<file path="src/rtl/bgscroll_pkg.sv">
package bgscroll_pkg;
  typedef enum logic [1:0] {
    SEL_HSCROLL = 2'd0,
    SEL_VSCROLL = 2'd1,
    SEL_HMODE   = 2'd2,
    SEL_NONE    = 2'd3
  } scroll_sel_e;
endpackage

</file>
<file path="src/rtl/scroll_regs.sv">
module scroll_regs
  import bgscroll_pkg::*;
#(
  parameter int SCROLL_W = 10,
  parameter int MODE_W   = 2
) (
  input  logic                clk,
  input  logic                rst,
  input  logic                wr_en,
  input  logic [1:0]          wr_sel,
  input  logic [SCROLL_W-1:0] wr_data,
  output logic [SCROLL_W-1:0] hreg,
  output logic [SCROLL_W-1:0] vreg,
  output logic [MODE_W-1:0]   mode_pend,
  output logic                vwrite
);
  logic hwrite, mwrite;

  always_comb begin
    hwrite = wr_en && (scroll_sel_e'(wr_sel) == SEL_HSCROLL);
    vwrite = wr_en && (scroll_sel_e'(wr_sel) == SEL_VSCROLL);
    mwrite = wr_en && (scroll_sel_e'(wr_sel) == SEL_HMODE);
  end

  always_ff @(posedge clk) begin
    if (rst) begin
      hreg      <= '0;
      vreg      <= '0;
      mode_pend <= '1;
    end else begin
      if (hwrite) hreg <= wr_data;
      if (vwrite) vreg <= wr_data;
      if (mwrite) mode_pend <= wr_data[MODE_W-1:0];
    end
  end
endmodule

</file>
<file path="src/rtl/vpos_counter.sv">
module vpos_counter #(
  parameter int SCROLL_W = 10,
  parameter int MODE_W   = 2
) (
  input  logic                clk,
  input  logic                rst,
  input  logic                vwrite,
  input  logic [SCROLL_W-1:0] wr_data,
  input  logic                line_start,
  input  logic                frame_start,
  input  logic [SCROLL_W-1:0] vreg,
  input  logic [MODE_W-1:0]   mode_pend,
  output logic [SCROLL_W-1:0] line_y,
  output logic [SCROLL_W-1:0] vcnt
);
  localparam int NMODES    = 1 << MODE_W;
  localparam int BASE_LOG2 = SCROLL_W - NMODES + 1;

  logic [MODE_W-1:0]   mode_act;
  logic [MODE_W-1:0]   mode_eff;
  logic [SCROLL_W-1:0] mask_eff;
  logic [SCROLL_W-1:0] mask_act;
  logic [SCROLL_W-1:0] base;

  function automatic logic [SCROLL_W-1:0] height_mask(input logic [MODE_W-1:0] m);
    logic [SCROLL_W-1:0] r;
    for (int i = 0; i < SCROLL_W; i++) r[i] = (i < BASE_LOG2 + int'(m));
    return r;
  endfunction

  always_comb begin
    mode_eff = frame_start ? mode_pend : mode_act;
    mask_eff = height_mask(mode_eff);
    mask_act = height_mask(mode_act);
    base     = frame_start ? (vreg & mask_eff) : vcnt;
    line_y   = base;
  end

  always_ff @(posedge clk) begin
    if (rst) begin
      vcnt     <= '0;
      mode_act <= '1;
    end else begin
      if (frame_start) mode_act <= mode_pend;
      if (vwrite)
        vcnt <= wr_data & mask_eff;
      else if (line_start)
        vcnt <= (base + SCROLL_W'(1)) & mask_eff;
      else if (frame_start)
        vcnt <= base;
    end
  end


  vwrite_reload_chk: assert property (@(posedge clk) disable iff (rst)
    vwrite |=> vcnt == ($past(wr_data) & $past(mask_eff)));

  line_advance_chk: assert property (@(posedge clk) disable iff (rst)
    (line_start && !vwrite && !frame_start) |=> vcnt == (($past(vcnt) + SCROLL_W'(1)) & $past(mask_act)));

  frame_load_chk: assert property (@(posedge clk) disable iff (rst)
    (frame_start && !vwrite && !line_start) |=> vcnt == ($past(vreg) & $past(mask_eff)));

  mode_hold_chk: assert property (@(posedge clk) disable iff (rst)
    !frame_start |=> $stable(mode_act));

  vcnt_range_chk: assert property (@(posedge clk) disable iff (rst)
    (vcnt & ~mask_act) == '0);
endmodule

</file>
<file path="src/rtl/line_snapshot.sv">
module line_snapshot #(
  parameter int SCROLL_W = 10
) (
  input  logic                clk,
  input  logic                rst,
  input  logic                line_start,
  input  logic [SCROLL_W-1:0] hreg,
  input  logic [SCROLL_W-1:0] line_y,
  output logic [SCROLL_W-1:0] fetch_x,
  output logic [SCROLL_W-1:0] fetch_y
);
  always_ff @(posedge clk) begin
    if (rst) begin
      fetch_x <= '0;
      fetch_y <= '0;
    end else if (line_start) begin
      fetch_x <= hreg;
      fetch_y <= line_y;
    end
  end


  hold_x_chk: assert property (@(posedge clk) disable iff (rst)
    !line_start |=> $stable(fetch_x));

  hold_y_chk: assert property (@(posedge clk) disable iff (rst)
    !line_start |=> $stable(fetch_y));
endmodule

</file>
<file path="src/rtl/bg_scroll_latch.sv">
module bg_scroll_latch #(
  parameter int SCROLL_W = 10,
  parameter int MODE_W   = 2
) (
  input  logic                clk,
  input  logic                rst,
  input  logic                wr_en,
  input  logic [1:0]          wr_sel,
  input  logic [SCROLL_W-1:0] wr_data,
  input  logic                line_start,
  input  logic                frame_start,
  output logic [SCROLL_W-1:0] fetch_x,
  output logic [SCROLL_W-1:0] fetch_y
);
  logic [SCROLL_W-1:0] hreg, vreg, line_y, vcnt;
  logic [MODE_W-1:0]   mode_pend;
  logic                vwrite;

  scroll_regs #(.SCROLL_W(SCROLL_W), .MODE_W(MODE_W)) u_regs (
    .clk(clk), .rst(rst), .wr_en(wr_en), .wr_sel(wr_sel), .wr_data(wr_data),
    .hreg(hreg), .vreg(vreg), .mode_pend(mode_pend), .vwrite(vwrite)
  );

  vpos_counter #(.SCROLL_W(SCROLL_W), .MODE_W(MODE_W)) u_vpos (
    .clk(clk), .rst(rst), .vwrite(vwrite), .wr_data(wr_data),
    .line_start(line_start), .frame_start(frame_start), .vreg(vreg),
    .mode_pend(mode_pend), .line_y(line_y), .vcnt(vcnt)
  );

  line_snapshot #(.SCROLL_W(SCROLL_W)) u_snap (
    .clk(clk), .rst(rst), .line_start(line_start), .hreg(hreg),
    .line_y(line_y), .fetch_x(fetch_x), .fetch_y(fetch_y)
  );


  write_vs_snap_chk: assert property (@(posedge clk) disable iff (rst)
    (vwrite && line_start && !frame_start) |=> fetch_y == $past(vcnt));
endmodule

</file>
<file path="config.mk">
export PLATFORM = sky130hd
export DESIGN_NAME = bg_scroll_latch
export DESIGN_NICKNAME = d
export VERILOG_FILES = /design/src/rtl/bgscroll_pkg.sv /design/src/rtl/scroll_regs.sv /design/src/rtl/vpos_counter.sv /design/src/rtl/line_snapshot.sv /design/src/rtl/bg_scroll_latch.sv
export SDC_FILE = /design/constraint.sdc
export NUM_CORES = 1
export LEC_CHECK = 0
export BUFFER_PORTS_ARGS = -buffer_cell sky130_fd_sc_hd__buf_2
export CAP_MARGIN = 20
export CORE_ASPECT_RATIO = 0.6
export CORE_MARGIN = 2
export CORE_UTILIZATION = 45
export CTS_BUF_LIST = sky130_fd_sc_hd__clkbuf_8 sky130_fd_sc_hd__clkbuf_16
export DETAILED_ROUTE_END_ITERATION = 10
export PLACE_DENSITY = 0.61
export SETUP_SLACK_MARGIN = 0.1
export SLEW_MARGIN = 5
export SYNTH_ARGS = -nofsm -noshare
export SYNTH_HDL_FRONTEND = slang
export SYNTH_SLANG_ARGS = --single-unit
</file>
<file path="constraint.sdc">
create_clock -name clk -period 4.55 [get_ports clk]
set_clock_uncertainty 0.05 [all_clocks]
set_input_delay 0.91 -clock clk [delete_from_list [all_inputs] [get_ports clk]]
set_output_delay 0.91 -clock clk [all_outputs]
set_load 0.02 [all_outputs]
</file>
# [Word level (Yosys, flattened, before mapping)]
# Index checks and enable logic that the tools add are counted.
[classes] add_sub_neg=2 multipliers=0 div=0 magnitude_cmp=10 eq_ne=2 shifts=0 muxes=5 bitwise_logic=3 reduce_logical=5
[op_table] op="4-bit by 32-bit < comparator with 1-bit output (first input constant)" n=4
[op_table] op="3-bit by 32-bit < comparator with 1-bit output (first input constant)" n=2
[op_table] op="5-bit by 32-bit < comparator with 1-bit output (first input constant)" n=2
[op_table] op="10-bit 2-to-1 mux" n=4
[op_table] op="1-bit by 32-bit < comparator with 1-bit output (first input constant)" n=1
[op_table] op="2-bit by 32-bit < comparator with 1-bit output (first input constant)" n=1
[op_table] op="10-bit AND" n=3
[op_table] op="10-bit by 1-bit adder with 10-bit output (second input constant)" n=1
[op_table] op="3-bit by 2-bit adder with 4-bit output (first input constant)" n=1
[op_table] op="1-bit logical AND" n=3
[op_table] op="3-bit nonzero test" n=1
[op_table] op="2-bit by 1-bit equality test with 1-bit output (second input constant)" n=1
[op_table] op="2-bit equality test (second input constant)" n=1
[op_table] op="2-bit zero test" n=1
[op_table] op="2-bit 2-to-1 mux" n=1
[word_totals] ff_bits=54 latch_bits=0 mem_bits_rw=0 mem_bits_ro=0 inputBits=17 wordCells=34 n_memories=0

# [Logic depth before layout (Yosys ltp)]
# Gate-level depths: netlist (run 1).
[logic_depth] ltp_word=9 mapped_depth=11

# [Modules after synthesis]
# Synthesis (run 1) repeated with hierarchy kept, for this count alone.
[unflattened] cells_unflattened=275 hier_area_um2=2613.8
[modules_own_cells] mod="vpos_counter" instances=1 cells_each=124 area_per_inst_um2=978.4 seq_area_each_um2=240.2
[modules_own_cells] mod="scroll_regs" instances=1 cells_each=87 area_per_inst_um2=929.6 seq_area_each_um2=440.4
[modules_own_cells] mod="line_snapshot" instances=1 cells_each=64 area_per_inst_um2=705.7 seq_area_each_um2=400.4

# [Least setup slack after synthesis (run 1)]
# Ideal clock, no wire load.
[synth_path] path_type="input port to flip-flop" start="input port frame_start" end="register u_vpos.vcnt[4]" setup_time_ns=0.088 t_arrival_ns=2.810 required_time_ns=4.412 path_slack_ns=1.602 path_stages=9 n_path_buf=3 path_cell_list="buf_6 -> buf_2 -> buf_2 -> mux2_2 -> ha_1 -> nor2b_4 -> a22o_1 -> a221o_1 -> a311oi_2"
[synth_between] elab_chain_cells=9 elab_cells_between_ends=16
[synth_lines] element="start, declared" line_no="bg_scroll_latch.sv:11" rtl="input logic frame_start,"
[synth_lines] element="2-bit 2-to-1 mux"
[synth_lines] element="3-bit by 2-bit adder with 4-bit output" line_no="vpos_counter.sv:27" rtl="for (int i = 0; i < SCROLL_W; i++) r[i] = (i < BASE_LOG2 + int'(m));"
[synth_lines] element="2-bit by 32-bit < comparator with 1-bit output" line_no="vpos_counter.sv:27"
[synth_lines] element="10-bit AND" line_no="vpos_counter.sv:35" rtl="base = frame_start ? (vreg & mask_eff) : vcnt;"
[synth_lines] element="10-bit 2-to-1 mux (*)" line_no="vpos_counter.sv:35"
[synth_lines] element="named net line_y[1]" line_no="bg_scroll_latch.sv:15" rtl="logic [SCROLL_W-1:0] hreg, vreg, line_y, vcnt;"
[synth_lines] element="10-bit by 1-bit adder with 10-bit output (*)" line_no="vpos_counter.sv:48" rtl="vcnt <= (base + SCROLL_W'(1)) & mask_eff;"
[synth_lines] element="10-bit AND (*)" line_no="vpos_counter.sv:48"
[synth_lines] element="10-bit 2-to-1 mux (*)" line_no="vpos_counter.sv:47" rtl="else if (line_start)"
[synth_lines] element="10-bit 2-to-1 mux (*)" line_no="vpos_counter.sv:45" rtl="if (vwrite)"
[synth_lines] element="end signal, assigned" line_no="vpos_counter.sv:46" rtl="vcnt <= wr_data & mask_eff;"
[synth_lines] element="end signal, assigned" line_no="vpos_counter.sv:48"
[synth_lines] element="end signal, assigned" line_no="vpos_counter.sv:50" rtl="vcnt <= base;"
[synth_lines] element="end, declared" line_no="vpos_counter.sv:14" rtl="output logic [SCROLL_W-1:0] vcnt"
# Mark *: on every way through the listed nets, which the timed path passes. The rest lies on a longest branch. The select of a mux whose other input is x is not followed.
# A chain may end at the register's enable or synchronous reset.

# [Worst setup path after layout (run 1)]
[layout_path] start="input port frame_start" end="register u_vpos.vcnt[9]"
[layout_between] elab_chain_cells=9 elab_cells_between_ends=21
[layout_lines] element="2-bit 2-to-1 mux"
[layout_lines] element="3-bit by 2-bit adder with 4-bit output" line_no="vpos_counter.sv:27"
[layout_lines] element="1-bit by 32-bit < comparator with 1-bit output, or another cell as far along" line_no="vpos_counter.sv:27"
[layout_lines] element="10-bit AND" line_no="vpos_counter.sv:35"
[layout_lines] element="10-bit 2-to-1 mux" line_no="vpos_counter.sv:35"
[layout_lines] element="10-bit by 1-bit adder with 10-bit output" line_no="vpos_counter.sv:48"
[layout_lines] element="10-bit AND" line_no="vpos_counter.sv:48"
[layout_lines] element="10-bit 2-to-1 mux" line_no="vpos_counter.sv:47"
[layout_lines] element="10-bit 2-to-1 mux" line_no="vpos_counter.sv:45"
# Parallel ways exist; a longest one is shown, timed or not. The select of a mux whose other input is x is not followed.

==> metrics.md, run 1 <==
| Metric | Value |
|---|---|
| Outcome | `complete, no violations` |
| Yosys reg bits | `54` |
| H-tree depth | `2` |
| # rows | `20` |
| DRT antenna net count | `0` |
| CP Data Arrival Time | `2.94 ns` |
| Cts-stage hold buffer count | `0` |
| RSZ-0062 raised after global routing | `false` |
| Most used DFF post-synth | `dfxtp_1` |
| DRC viols | `0` |
| Most used cell, CP | `mux2i_1` |
| Ys Warns | `0` |
| Yosys cell types | `45` |
| CP Max Fanout | `28` |
| Setup Viol. Count Final | `0` |
| Crit path to | `u_vpos.vcnt[9]$_SDFFE_PP0P_` |
| Mapped Avg Cell Area | `8.85 um2` |
| Placer congestion estimate | `0.805` |
| LEAKAGE | `1.12 nW` |
| GRT Total Usage | `20.3%` |
| CP peak stage delay | `0.47 ns` |
| Die height | `61.3 um` |
| First-pass GRT wire length | `9370 um` |
| P per Cell Area | `323 nW/um2` |
| DR vias/cell | `5.44` |
| Port Buf Inserts | `36` |
| Share of layout cells above drive strength 1 | `17.6%` |
| R2r setup slk | `2.57 ns` |
| Peak supply drop | `181 uV` |
| Largest net degree at the start of global routing | `55` |
| Drt initial violations | `127` |
| Final core occ | `53.3%` |
| Post-DP HPWL | `3960 um` |
| Post-CTS sizing | `0` |
| Sequential fraction of the synthesis area | `43.9%` |
| Register Area | `1080 um2` |
| Max Freq | `355 MHz` |
| Hold Crit Class | `reg -> reg` |
| Max cap viols | `0` |
| Die area | `6100 um2` |
| Worst slew pin tran | `0.998 ns` |
| CTS tree | `built` |
| Ranking of synthesized cells by area | `dfxtp_1, mux2i_1, nor2_1, nand2_1, a21oi_1` |
| Post-route minimum period | `2.82 ns` |
| TritonCTS Sinks | `54` |
| Post-Route Setup TNS | `0 ns` |
| Vias | `2024` |
| Asr flop ratio synth | `0%` |
| Startpoint Class | `primary input` |
| Core area | `5150 um2` |
| Initial antenna violation count | `0` |
| Ports | `37` |
| Terminus of the critical flop-to-flop path | `u_vpos.vcnt[9]$_SDFFE_PP0P_` |
| Netlist area before placement | `2460 um2` |
| Die X | `99.5 um` |
| Final nets | `326` |
| Cells after synthesis | `278` |
| R2r startpoint | `u_regs.mode_pend[1]$_SDFFE_PP1P_` |
| Area growth syn-to-layout | `11.7%` |
| Syn Nets | `299` |
| Area of the multi-input gates | `1280 um2` |
| Num CTS Buffers | `5` |
| DRT Wirelength | `5630 um` |
| Clock-pin slew of the registers on the worst-case setup and hold paths | `0.10 ns` |
| ANT cells | `0` |
| Worst-Skew Late Latency | `0.30 ns` |
| GRT overflow | `0` |
| Slew Viols, Final | `0` |
| Reg2Reg Depth | `7` |
| Type of destination of the critical path | `register` |
| Number of global-route vias before repair | `1824` |
| Initial DRT Pass Iterations | `4` |
| Critical-path top delay cell | `mux2i_1` |
| Crit path cell chain | `buf_2, mux2i_1, ha_1, nand3b_1, o21ai_0, nand4b_1, mux2i_1, nor2_1` |
| Clock buffer depth | `2` |
| Design Area, Final | `2750 um2` |
| Drt wl/cell | `15.1 um` |
| Crit. Startpoint | `frame_start` |
| Root buffer cell | `clkbuf_8` |
| Slew HR | `33.2%` |
| Starting Density | `47.7%` |
| Endpoints failing hold | `0` |
| Worst Path Required | `4.67 ns` |
| Yosys top cell area share | `43.9%` |
| Number of enable flip-flop cells after synthesis | `0` |
| Top cell type by total area after synthesis | `dfxtp_1` |
| Placed cell areas | `2660 um2` |
| Tcrit/Tclk final | `61.9%` |
| Post-CTS setup buffer count | `0` |
| Setup Crit Path Kind | `in -> reg` |
| Fill count | `489` |
-- power breakdown --
part           switching, mW  internal [mW]  leakage, nW  total, mW
sequential            0.0120          0.491        0.440      0.503
clock                  0.154          0.121       0.0524      0.275
combinational         0.0674         0.0431        0.632      0.111
total                  0.233          0.655         1.12      0.888
-- layout by cell type, fill, tap and decap left out, types with 2 or more instances in the layout --
| cell type | instances |
|---|---|
| a211oi_1 | 9 |
| a21o_1 | 2 |
| a21oi_1 | 21 |
| a311oi_1 | 3 |
| buf_2 | 36 |
| buf_4 | 2 |
| clkbuf_8 | 6 |
| dfxtp_1 | 54 |
| ha_1 | 4 |
| inv_1 | 6 |
| mux2_2 | 2 |
| mux2i_1 | 29 |
| nand2_1 | 34 |
| nand2b_1 | 4 |
| nand3_1 | 8 |
| nand3b_1 | 5 |
| nand4_1 | 2 |
| nand4b_1 | 2 |
| nor2_1 | 42 |
| nor3_1 | 2 |
| o211ai_1 | 2 |
| o21ai_0 | 5 |
| xnor2_1 | 4 |
| xor2_1 | 2 |
-- Yosys cell counts (all sizes together), types with 2 or more instances --
cell    count
o211ai      2
mux2i      30
a311oi      4
xnor2       4
nand2      34
nor2       42
nand4       2
nand3b      5
clkbuf     10
xor2        2
ha          4
a211oi      9
mux2        2
a21oi      21
nand4b      2
nor3        2
dfxtp      54
o21ai       5
nand3       8
a21o        2
inv         5
buf         8
nand2b      4
-- stage by stage --
step / power (mW) / instances / setup slack, ns / hold slack, ns
3_3_place_gp: 0.623 / 364 / 1.49 / 0.393
6_report: 0.888 / 372 / 1.73 / 0.405
3_5_place_dp: 0.624 / 364 / 1.42 / 0.396
5_1_grt: 0.929 / 372 / 1.49 / 0.450
4_1_cts: 0.893 / 372 / 1.76 / 0.409
2_1_floorplan: 0.591 / 278 / 1.60 / 0.382
-- registers in the layout, indices dropped and copies added, names as in the netlist --
signal	cells
u_snap.fetch_x	10
u_snap.fetch_y	10
u_regs.mode_pend	2
u_regs.vreg	10
u_vpos.vcnt	10
u_regs.hreg	10
u_vpos.mode_act	2
-- routing by layer --
| layer | up-vias | global-route usage, % | wire length, um |
|---|---|---|---|
| met2 | 52 | 29.2 | 2180 |
| met1 | 950 | 30.6 | 3080 |
| met5 | - | 0 | 0 |
| met3 | 6 | 4.20 | 294 |
| met4 | 0 | 6.46 | 71 |
| li1 | 1016 | - | - |
-- critical path, delay by kind of cell --
family	cells	cell delay (ns)
AND/OR/NAND/NOR	3	0.39
multiplexers	2	0.66
buffers and inverters	1	0.44
AO/OA/AOI/OAI	1	0.20
adder cells (fa/ha/maj)	1	0.33
-- final cells by class --
class | instances | share of cell area [%]
multi-input cells | 200 | 46.5
well taps | 66 | 3.00
clock buffers | 6 | 3.00
repair buffers | 38 | 7.10
flip-flops and latches | 54 | 39.3
clock inverters | 2 | 0.318
inverters | 6 | 0.819
-- cell families after synthesis --
kind of cell | count (synthesis) | share of synthesized area (%)
AO/OA/AOI/OAI | 53 | 14.5
XOR/XNOR | 6 | 2.14
adder cells (fa/ha/maj) | 4 | 2.03
buffers and inverters | 24 | 4.37
flip-flops | 54 | 43.9
multiplexers | 32 | 13.6
AND/OR/NAND/NOR | 105 | 19.4
-- how the worst min path moves through the flow --
stage / start / end / slack (ns) / cells past startpoint
floorplan: u_regs.vreg[8]$_SDFFE_PP0P_ / u_regs.vreg[8]$_SDFFE_PP0P_ / 0.38 / 2
global route: u_regs.vreg[8]$_SDFFE_PP0P_ / u_regs.vreg[8]$_SDFFE_PP0P_ / 0.45 / 2
CTS: u_regs.vreg[8]$_SDFFE_PP0P_ / u_regs.vreg[8]$_SDFFE_PP0P_ / 0.41 / 2
global placement: u_regs.vreg[8]$_SDFFE_PP0P_ / u_regs.vreg[8]$_SDFFE_PP0P_ / 0.39 / 2
detailed placement: u_regs.vreg[8]$_SDFFE_PP0P_ / u_regs.vreg[8]$_SDFFE_PP0P_ / 0.40 / 2
finish: u_regs.vreg[8]$_SDFFE_PP0P_ / u_regs.vreg[8]$_SDFFE_PP0P_ / 0.40 / 2
(Power assumes the default switching activity.)
==> inputs of run 2 (changes only) <==
Clock period 4.55 ns to 2.7 ns, I/O delays scaled along.
==> run 2 against run 1 <==
  * Global-route usage is 0.28 points higher
  * Combinational power is 74% higher
  * Cell area is 1.9% higher
  * Utilization is 1.0 points higher
  * Critical endpoint unchanged
  * Clock power is 64% higher
  * Cell count is 1.9% higher
  * Register-to-register slack worse by 1.8 ns
  * Highest routed layer unchanged
  * Count of clock-buffer cells in the layout is 1 lower
  * First-iteration DRC count is 44% lower
==> metrics.md, run 2 (synthesis results as in run 1) <==
| Metric | Value |
|---|---|
| Outcome | `complete, no violations` |
| Endpoints failing hold | `0` |
| Placer congestion estimate | `0.941` |
| Clock-pin slew of the registers on the worst-case setup and hold paths | `0.10 ns` |
| P per Cell Area | `533 nW/um2` |
| First-pass GRT wire length | `9590 um` |
| Post-CTS sizing | `0` |
| Most common cell after layout, fill and taps aside | `dfxtp_1` |
| DR vias/cell | `5.33` |
| Final nets | `333` |
| Setup Viol. Count Final | `0` |
| LEAKAGE | `1.15 nW` |
| M3 GR Usage | `4.54%` |
| Crit path cell chain | `buf_2, mux2i_1, ha_1, nand3b_1, o21ai_0, nand4b_1, mux2i_1, nor2_1` |
| Area growth syn-to-layout | `13.8%` |
| Drt wl/cell | `15.5 um` |
| Post-Route Setup TNS | `0 ns` |
| Die area | `6100 um2` |
| Num CTS Buffers | `5` |
| Die X | `99.5 um` |
| Most frequent cells in the layout | `dfxtp_1, nor2_1, buf_2` |
| Root buffer cell | `clkbuf_8` |
| Port Buf Inserts | `36` |
| Final core occ | `54.3%` |
| Most used cell, CP | `mux2i_1` |
| Cts-stage hold buffer count | `0` |
| Die height | `61.3 um` |
| DRT antenna net count | `0` |
| Fill count | `504` |
| Slew Viols, Final | `0` |
| Slew HR | `66.9%` |
| Area of the multi-input gates | `1280 um2` |
| Max Freq | `458 MHz` |
| Number of global-route vias before repair | `1898` |
| Ports | `37` |
| Clock buffer depth | `2` |
| Drt initial violations | `71` |
| GRT Total Usage | `20.6%` |
| Initial DRT Pass Iterations | `4` |
| Max cap viols | `0` |
| M1 GR Usage | `31.1%` |
| Type of destination of the critical path | `register` |
| Worst Path Required | `2.85 ns` |
| CP peak stage delay | `0.50 ns` |
| CP Data Arrival Time | `2.33 ns` |
| CTS tree | `built` |
| Post-route minimum period | `2.18 ns` |
| ANT cells | `0` |
| Initial antenna violation count | `0` |
| Critical-path top delay cell | `mux2i_1` |
| H-tree depth | `2` |
| Share of layout cells above drive strength 1 | `19.8%` |
| Largest net degree at the start of global routing | `37` |
| GRT overflow | `0` |
| Hold Slack | `0.419 ns` |
| DRT Wirelength | `5860 um` |
| Core area | `5150 um2` |
| Starting Density | `47.7%` |
| Post-CTS setup buffer count | `0` |
| Register Area | `1080 um2` |
| TritonCTS Sinks | `54` |
| DRC viols | `0` |
| # rows | `20` |
| Peak supply drop | `323 uV` |
| Post-DP HPWL | `4230 um` |
| Setup Crit Path Kind | `in -> reg` |
| Vias | `2019` |
| Met2 usage | `30.8%` |
| Tcrit/Tclk final | `80.9%` |
| Hold Crit Class | `reg -> reg` |
| RSZ-0062 raised after global routing | `false` |
| Worst-Skew Late Latency | `0.30 ns` |
| Startpoint Class | `primary input` |
| Most Crowded Layer GR | `met1` |
| Worst slew pin tran | `0.483 ns` |
| CP Max Fanout | `12` |
[run 2: worst paths after layout]
check / from / end / slack, ns / cells past startpoint
worst max register to register: u_regs.mode_pend[1]$_SDFFE_PP1P_ / u_vpos.vcnt[9]$_SDFFE_PP0P_ / 0.79 / 7
worst max-delay path: frame_start / u_vpos.vcnt[9]$_SDFFE_PP0P_ / 0.52 / 8
worst min register to register: u_regs.vreg[8]$_SDFFE_PP0P_ / u_regs.vreg[8]$_SDFFE_PP0P_ / 0.42 / 2
worst min-delay path: u_regs.vreg[8]$_SDFFE_PP0P_ / u_regs.vreg[8]$_SDFFE_PP0P_ / 0.42 / 2
[run 2: where the power goes]
group          switching [mW]  total [mW]  internal, mW
registers              0.0212       0.849         0.827
logic                   0.116       0.193        0.0774
clock network           0.268       0.451         0.183
[run 2: metrics by stage]
stage / instance area (um2) / std cells / power (mW) / setup slack (ns)
2_1_floorplan: 2460 / 278 / 0.996 / 0.122
3_3_place_gp: 2710 / 371 / 1.06 / 0.321
3_5_place_dp: 2710 / 371 / 1.06 / 0.285
4_1_cts: 2800 / 379 / 1.51 / 0.577
5_1_grt: 2800 / 379 / 1.57 / 0.333
6_report: 2800 / 379 / 1.49 / 0.515
[run 2: cell type report]
cell class	instances	share of cell area, %
multi-input combinational	200	45.6
tap	66	2.95
timing repair buffer	45	8.84
inverter	6	0.804
clock inverter	3	0.759
clock buffer	5	2.46
sequential	54	38.6
[run 2: routing by layer]
metal,vias to the layer above,share of wire (%)
met3,4,7.5
met5,-,0
met1,926,53
li1,1034,-
met2,55,39
met4,0,0.65
[run 2: critical path, delay by kind of cell]
family | cells | cell delay (ns)
AOI/OAI and AO/OA | 1 | 0.17
muxes | 2 | 0.71
and+or+nand+nor | 3 | 0.37
buffers and inverters | 1 | 0.28
adders and majority gates | 1 | 0.26
